File: config.mk
export PLATFORM = sky130hd
export DESIGN_NAME = irq_arbiter
export DESIGN_NICKNAME = d
export VERILOG_FILES = /design/src/rtl/irq_pkg.sv /design/src/rtl/irq_flags.sv /design/src/rtl/irq_pick.sv /design/src/rtl/irq_nest.sv /design/src/rtl/irq_arbiter.sv
export SDC_FILE = /design/constraint.sdc
export NUM_CORES = 1
export LEC_CHECK = 0
export ABC_AREA = 1
export BUFFER_PORTS_ARGS = -buffer_cell sky130_fd_sc_hd__buf_2
export CAP_MARGIN = 15
export CORE_ASPECT_RATIO = 1.4
export CORE_MARGIN = 1
export CORE_UTILIZATION = 45
export DETAILED_ROUTE_END_ITERATION = 7
export PLACE_DENSITY = 0.71
export REMOVE_ABC_BUFFERS = 1
export SLEW_MARGIN = 0
export SYNTH_ARGS = -nofsm -noshare
export SYNTH_HDL_FRONTEND = slang
export SYNTH_SLANG_ARGS = --single-unit
File: constraint.sdc
create_clock -name clk -period 1.3 [get_ports clk]
set_input_delay 0.26 -clock clk [delete_from_list [all_inputs] [get_ports clk]]
set_output_delay 0.26 -clock clk [all_outputs]
set_load 0.02 [all_outputs]
File: src/rtl/irq_pkg.sv
package irq_pkg;
  localparam int NUM_PAIRS  = 2;
  localparam int NUM_SRC    = 2 * NUM_PAIRS + 1;
  localparam int SER_IDX    = 2 * NUM_PAIRS;
  localparam int IDX_W      = $clog2(NUM_SRC);
  localparam int VEC_W      = 16;
  localparam int VEC_BASE   = 3;
  localparam int VEC_STEP   = 8;
  localparam int REG_W      = 8;
  localparam int GLOBAL_BIT = REG_W - 1;

  function automatic logic [VEC_W-1:0] vec_of(input logic [IDX_W-1:0] idx);
    return VEC_W'(VEC_BASE) + VEC_W'(idx) * VEC_W'(VEC_STEP);
  endfunction
endpackage

File: src/rtl/irq_flags.sv
module irq_flags
  import irq_pkg::*;
(
  input  logic                 clk,
  input  logic                 rst,
  input  logic [NUM_PAIRS-1:0] ext_line,
  input  logic [NUM_PAIRS-1:0] tmr_ovf,
  input  logic                 ser_rx_set,
  input  logic                 ser_tx_set,
  input  logic [1:0]           ser_clr,
  input  logic                 take,
  input  logic [IDX_W-1:0]     take_idx,
  output logic [NUM_SRC-1:0]   flags
);
  logic [NUM_PAIRS-1:0] ext_prev_q;
  logic [NUM_PAIRS-1:0] ext_flag_q;
  logic [NUM_PAIRS-1:0] tmr_flag_q;
  logic                 rx_q, tx_q;

  always_ff @(posedge clk) begin
    if (rst) ext_prev_q <= '0;
    else     ext_prev_q <= ext_line;
  end

  for (genvar k = 0; k < NUM_PAIRS; k++) begin : g_pair
    logic clr_ext, clr_tmr;
    assign clr_ext = take && (take_idx == IDX_W'(2 * k));
    assign clr_tmr = take && (take_idx == IDX_W'(2 * k + 1));
    always_ff @(posedge clk) begin
      if (rst) begin
        ext_flag_q[k] <= 1'b0;
        tmr_flag_q[k] <= 1'b0;
      end else begin
        ext_flag_q[k] <= (ext_flag_q[k] & ~clr_ext) | (ext_line[k] & ~ext_prev_q[k]);
        tmr_flag_q[k] <= (tmr_flag_q[k] & ~clr_tmr) | tmr_ovf[k];
      end
    end
    assign flags[2 * k]     = ext_flag_q[k];
    assign flags[2 * k + 1] = tmr_flag_q[k];
  end

  always_ff @(posedge clk) begin
    if (rst) begin
      rx_q <= 1'b0;
      tx_q <= 1'b0;
    end else begin
      rx_q <= (rx_q & ~ser_clr[0]) | ser_rx_set;
      tx_q <= (tx_q & ~ser_clr[1]) | ser_tx_set;
    end
  end
  assign flags[SER_IDX] = rx_q | tx_q;
endmodule

File: src/rtl/irq_pick.sv
module irq_pick
  import irq_pkg::*;
(
  input  logic [NUM_SRC-1:0] req,
  output logic               found,
  output logic [IDX_W-1:0]   idx
);
  always_comb begin
    found = 1'b0;
    idx   = '0;
    for (int i = NUM_SRC - 1; i >= 0; i--) begin
      if (req[i]) begin
        found = 1'b1;
        idx   = IDX_W'(i);
      end
    end
  end
endmodule

File: src/rtl/irq_nest.sv
module irq_nest (
  input  logic clk,
  input  logic rst,
  input  logic take,
  input  logic take_hi,
  input  logic ret,
  output logic ins_hi,
  output logic ins_lo
);
  logic hi_n, lo_n;

  always_comb begin
    hi_n = ins_hi;
    lo_n = ins_lo;
    if (ret) begin
      if (ins_hi) hi_n = 1'b0;
      else        lo_n = 1'b0;
    end
    if (take) begin
      if (take_hi) hi_n = 1'b1;
      else         lo_n = 1'b1;
    end
  end

  always_ff @(posedge clk) begin
    if (rst) begin
      ins_hi <= 1'b0;
      ins_lo <= 1'b0;
    end else begin
      ins_hi <= hi_n;
      ins_lo <= lo_n;
    end
  end
endmodule

File: src/rtl/irq_arbiter.sv
module irq_arbiter
  import irq_pkg::*;
(
  input  logic                 clk,
  input  logic                 rst,
  input  logic [NUM_PAIRS-1:0] ext_line,
  input  logic [NUM_PAIRS-1:0] tmr_ovf,
  input  logic                 ser_rx_set,
  input  logic                 ser_tx_set,
  input  logic [1:0]           ser_clr,
  input  logic                 reg_wr,
  input  logic                 reg_sel,
  input  logic [REG_W-1:0]     reg_wdata,
  output logic [REG_W-1:0]     reg_rdata,
  output logic                 irq_valid,
  output logic [VEC_W-1:0]     irq_vector,
  output logic                 irq_level,
  input  logic                 irq_ack,
  input  logic                 irq_ret
);
  logic [NUM_SRC-1:0] en_src_q, prio_q, flags, pend, hi_req, lo_req;
  logic               en_all_q;
  logic               ins_hi, ins_lo;
  logic               hi_found, lo_found;
  logic [IDX_W-1:0]   hi_idx, lo_idx, sel_idx, idx_q;
  logic               take;

  assign take = irq_ack & irq_valid;

  always_ff @(posedge clk) begin
    if (rst) begin
      en_src_q <= '0;
      en_all_q <= 1'b0;
      prio_q   <= '0;
    end else if (reg_wr) begin
      if (reg_sel) prio_q <= reg_wdata[NUM_SRC-1:0];
      else begin
        en_src_q <= reg_wdata[NUM_SRC-1:0];
        en_all_q <= reg_wdata[GLOBAL_BIT];
      end
    end
  end

  always_ff @(posedge clk) begin
    if (rst) reg_rdata <= '0;
    else if (reg_sel) reg_rdata <= REG_W'(prio_q);
    else reg_rdata <= {en_all_q, (REG_W - 1 - NUM_SRC)'(0), en_src_q};
  end

  irq_flags u_flags (
    .clk(clk), .rst(rst), .ext_line(ext_line), .tmr_ovf(tmr_ovf),
    .ser_rx_set(ser_rx_set), .ser_tx_set(ser_tx_set), .ser_clr(ser_clr),
    .take(take), .take_idx(idx_q), .flags(flags)
  );

  assign pend   = flags & en_src_q & {NUM_SRC{en_all_q}};
  assign hi_req = pend & prio_q & {NUM_SRC{~ins_hi}};
  assign lo_req = pend & ~prio_q & {NUM_SRC{~(ins_hi | ins_lo)}};

  irq_pick u_pick_hi (.req(hi_req), .found(hi_found), .idx(hi_idx));
  irq_pick u_pick_lo (.req(lo_req), .found(lo_found), .idx(lo_idx));

  assign sel_idx = hi_found ? hi_idx : lo_idx;

  always_ff @(posedge clk) begin
    if (rst) begin
      irq_valid  <= 1'b0;
      irq_vector <= '0;
      irq_level  <= 1'b0;
      idx_q      <= '0;
    end else if (take) begin
      irq_valid <= 1'b0;
    end else begin
      irq_valid  <= hi_found | lo_found;
      irq_vector <= vec_of(sel_idx);
      irq_level  <= hi_found;
      idx_q      <= sel_idx;
    end
  end

  irq_nest u_nest (
    .clk(clk), .rst(rst), .take(take), .take_hi(irq_level),
    .ret(irq_ret), .ins_hi(ins_hi), .ins_lo(ins_lo)
  );
endmodule

==> results.md <==
- NetSw: 0.570 mW
- Max frequency: 0.860 GHz
- Final period util: 0.894
- Count of final setup violators: 0
- Iteration count of the initial detailed-routing pass: 4
- DRT antenna net count: 0
- Number of global-route vias before repair: 1292
- Tmin final: 1.16 ns
- First-pass GRT wire length: between 5000 and 6000 um
- RSZ-0062 raised after global routing: false
- GRT Total Usage: 0.205
- Fill cells: ~340
- Crit path max fanout: 6
- Routed vias: approximately 1500
- H-tree depth: 2
- HP Start: irq_ret
- Max-cap violations: 0
- Most frequent cells in the layout: 38 x nand2_1, 32 x buf_2, 31 x dfxtp_1
- CP Depth: 8
- Placed cell areas: about 1700 um^2
- # hold bufs at CTS: 0
- Die area: 3740 um^2
- LEAKAGE: 0.931 nW
- Crit end category: flop
- Final GP Congestion: 0.877
- I/O Buffers: 32
- Mapped Area: approximately 1600 um^2
- DR DRC count: 0
- Reg clk slew, reported paths: 0.06 ns
- Worst r2r src: u_nest.ins_hi
- Clock power frac: 0.349
- Status: complete, no violations
- Slowest cell on the critical path: dfxtp_2
- Avg Vias per Cell: slightly below 5
- #FFs+latches synth: 33
- Post-route setup TNS: 0 ns
- Routed len/inst: 11.3 um
- Worst Setup SP: u_nest.ins_hi
- Clk_skew: 0.00566 ns
- Internal power: between 1.5 and 2 mW
- Max Buffers Root-to-Sink: 2
- Dpl hpwl: about 2600 um
- CP top delay family: simple AND/OR/NAND/NOR gates
- Data arrival, critical path: ~1.3 ns
- Commonest non-fill, non-tap cell in the layout: nand2_1
- Largest net degree at the start of global routing: 21
- Root Driver: clkbuf_8
- CP max stage delay: about 0.34 ns
- Buf+Inv Stages, Crit Path: 2
- Initial antenna violation count: 0
- Final Hold Viols: 0
- Hold Crit Class: input pin to flop
- Clock sinks: 33
- VDD IR-drop max: between 700 and 800 uV
- Yosys cell types: 23
- Antenna diode count: 0
- CP startpoint kind: flop
- Avg Inst Size Synth: around 7 um^2
- Ports: between 40 and 50
- CTS tree: built
- Die Wd: between 50 and 60 um
- FP Rows: 25
- Area delta synth->final: 15.6%
- Clk_lat worst skew: 0.28 ns
- Power share of the sequential group: 0.527
- Post-CTS Setup Bufs: 0
- Post-layout net count: roughly 280
- Critical path cell sequence: inv_2, nand2_1, nor2_1, inv_2, nand2_2, nor2_4, nand3_1, nand3_1
- Die span in y: 71.9 um
- Sequential share of the synthesized area: 0.420
- Yosys warning total: 0
- Initial core utilization: 0.470
- Synth Instances: about 220
- Hold Path Cell Cnt: 2
- DRT iter0 DRCs: 20
- Share of post-route cells with drive strength above 1: 0.238
- CP required: ~1.5 ns
- Num CTS Buffers: 5
- Total Wirelength: around 3400 um
- Reg2reg path depth: 8
- Setup CP Type: flop to flop
- Layout Cell Area excl Fill: 1820 um^2
- CORE AREA: ~3300 um^2
- PwrDens: around 1200 nW/um^2
- Comb power frac: 0.124
- Sw Share: 0.272
- Grt ovf: 0
- Count of pins over their slew limit: 0
[worst reg2reg max path, stage by stage (launching register included)]
cell     delay (ns)
dfxtp_2        0.34
inv_2          0.12
nand2_1        0.07
nor2_1         0.17
inv_2          0.06
nand2_2        0.10
nor2_4         0.05
nand3_1        0.07
nand3_1        0.07
[kinds of logic (layout without fill, tap and decap cells)]
logic type / count (synthesis) / in the layout / share of synthesized area
buffers and inverters: 47 / 72 / 0.151
other: 1 / 13 / 0.00239
AND/OR/NAND/NOR: 103 / 103 / 0.294
AO/OA/AOI/OAI: 39 / 39 / 0.132
flip-flops: 33 / 33 / 0.420
[repair_timing]
action / 4_1_cts / 5_1_grt
endpoints found under the hold margin: 0 / 0
resized for setup: 0 / 4
endpoints found under the setup margin: 0 / 5
[metrics by stage]
| step | util | setup WS (ns) | hold slack, ns | total power, mW | std cells |
|---|---|---|---|---|---|
| 2_1_floorplan | - | 0.145 | 0.329 | 1.28 | 216 |
| 3_3_place_gp | 0.515 | 0.0327 | 0.411 | 1.38 | 292 |
| 3_5_place_dp | 0.515 | 0.0256 | 0.420 | 1.38 | 292 |
| 4_1_cts | 0.540 | 0.0106 | 0.174 | 2.10 | 300 |
| 5_1_grt | 0.543 | 0.0190 | 0.184 | 2.18 | 300 |
| 6_report | 0.543 | 0.138 | 0.169 | 2.09 | 300 |
[layout make-up]
type,instances,area [um^2],share of cell area
repair buffers,36,190,0.105
flip-flops and latches,33,666,0.366
clock buffers,6,72.6,0.0399
well taps,40,50.0,0.0275
multi-input cells,155,723,0.398
clock inverters,2,10.0,0.00551
inverters,28,105,0.0579
[cell usage after synthesis]
master    count  share of area
nand3_2       1         0.0064
clkbuf_1      3         0.0072
nand2_1      38          0.091
buf_6         1         0.0072
nor2_1       30          0.072
o21ai_0      18          0.057
nor2_4        2          0.014
dfxtp_1      33           0.42
nor2_2        4          0.016
nand3_1      20          0.064
a21oi_1      14          0.045
inv_2         5          0.012
and3_1        1         0.0040
buf_2         1         0.0032
nand4_1       2         0.0080
nand2_2       4          0.016
nor3_1        1         0.0032
buf_4        14          0.067
conb_1        1         0.0024
o21ai_1       1         0.0032
o31ai_1       4          0.019
o22ai_1       2         0.0080
inv_1        23          0.055
[registers in the layout, summed over array words and instances, names as in the netlist]
signal	cells
reg_rdata	6
en_src_q	5
prio_q	5
u_flags.flags	4
idx_q	3
u_flags.ext_prev_q	2
en_all_q	1
irq_level	1
irq_valid	1
irq_vector	1
u_flags.rx_q	1
u_flags.tx_q	1
u_nest.ins_hi	1
u_nest.ins_lo	1
[final timing paths]
path                 endpoint  slack, ns
min reg2reg  u_flags.flags[2]       0.42
min             u_nest.ins_hi       0.17
max reg2reg          idx_q[0]       0.14
max                  idx_q[0]       0.14
[power by group through the flow]
stage                     Sequential [mW]  Clock [mW]  Combinational [mW]
after floorplan                      1.14           0               0.144
after global placement               1.12           0               0.254
after detailed placement             1.13           0               0.257
after CTS                            1.10       0.742               0.259
after global routing                 1.11       0.775               0.292
final                                1.10       0.731               0.259
[layer usage]
metal,part of all wire,global-route usage
met4,0.030,0.111
met2,0.52,0.353
met3,0.045,0.0461
met1,0.41,0.226
met5,0,0
(Power assumes the default switching activity.)
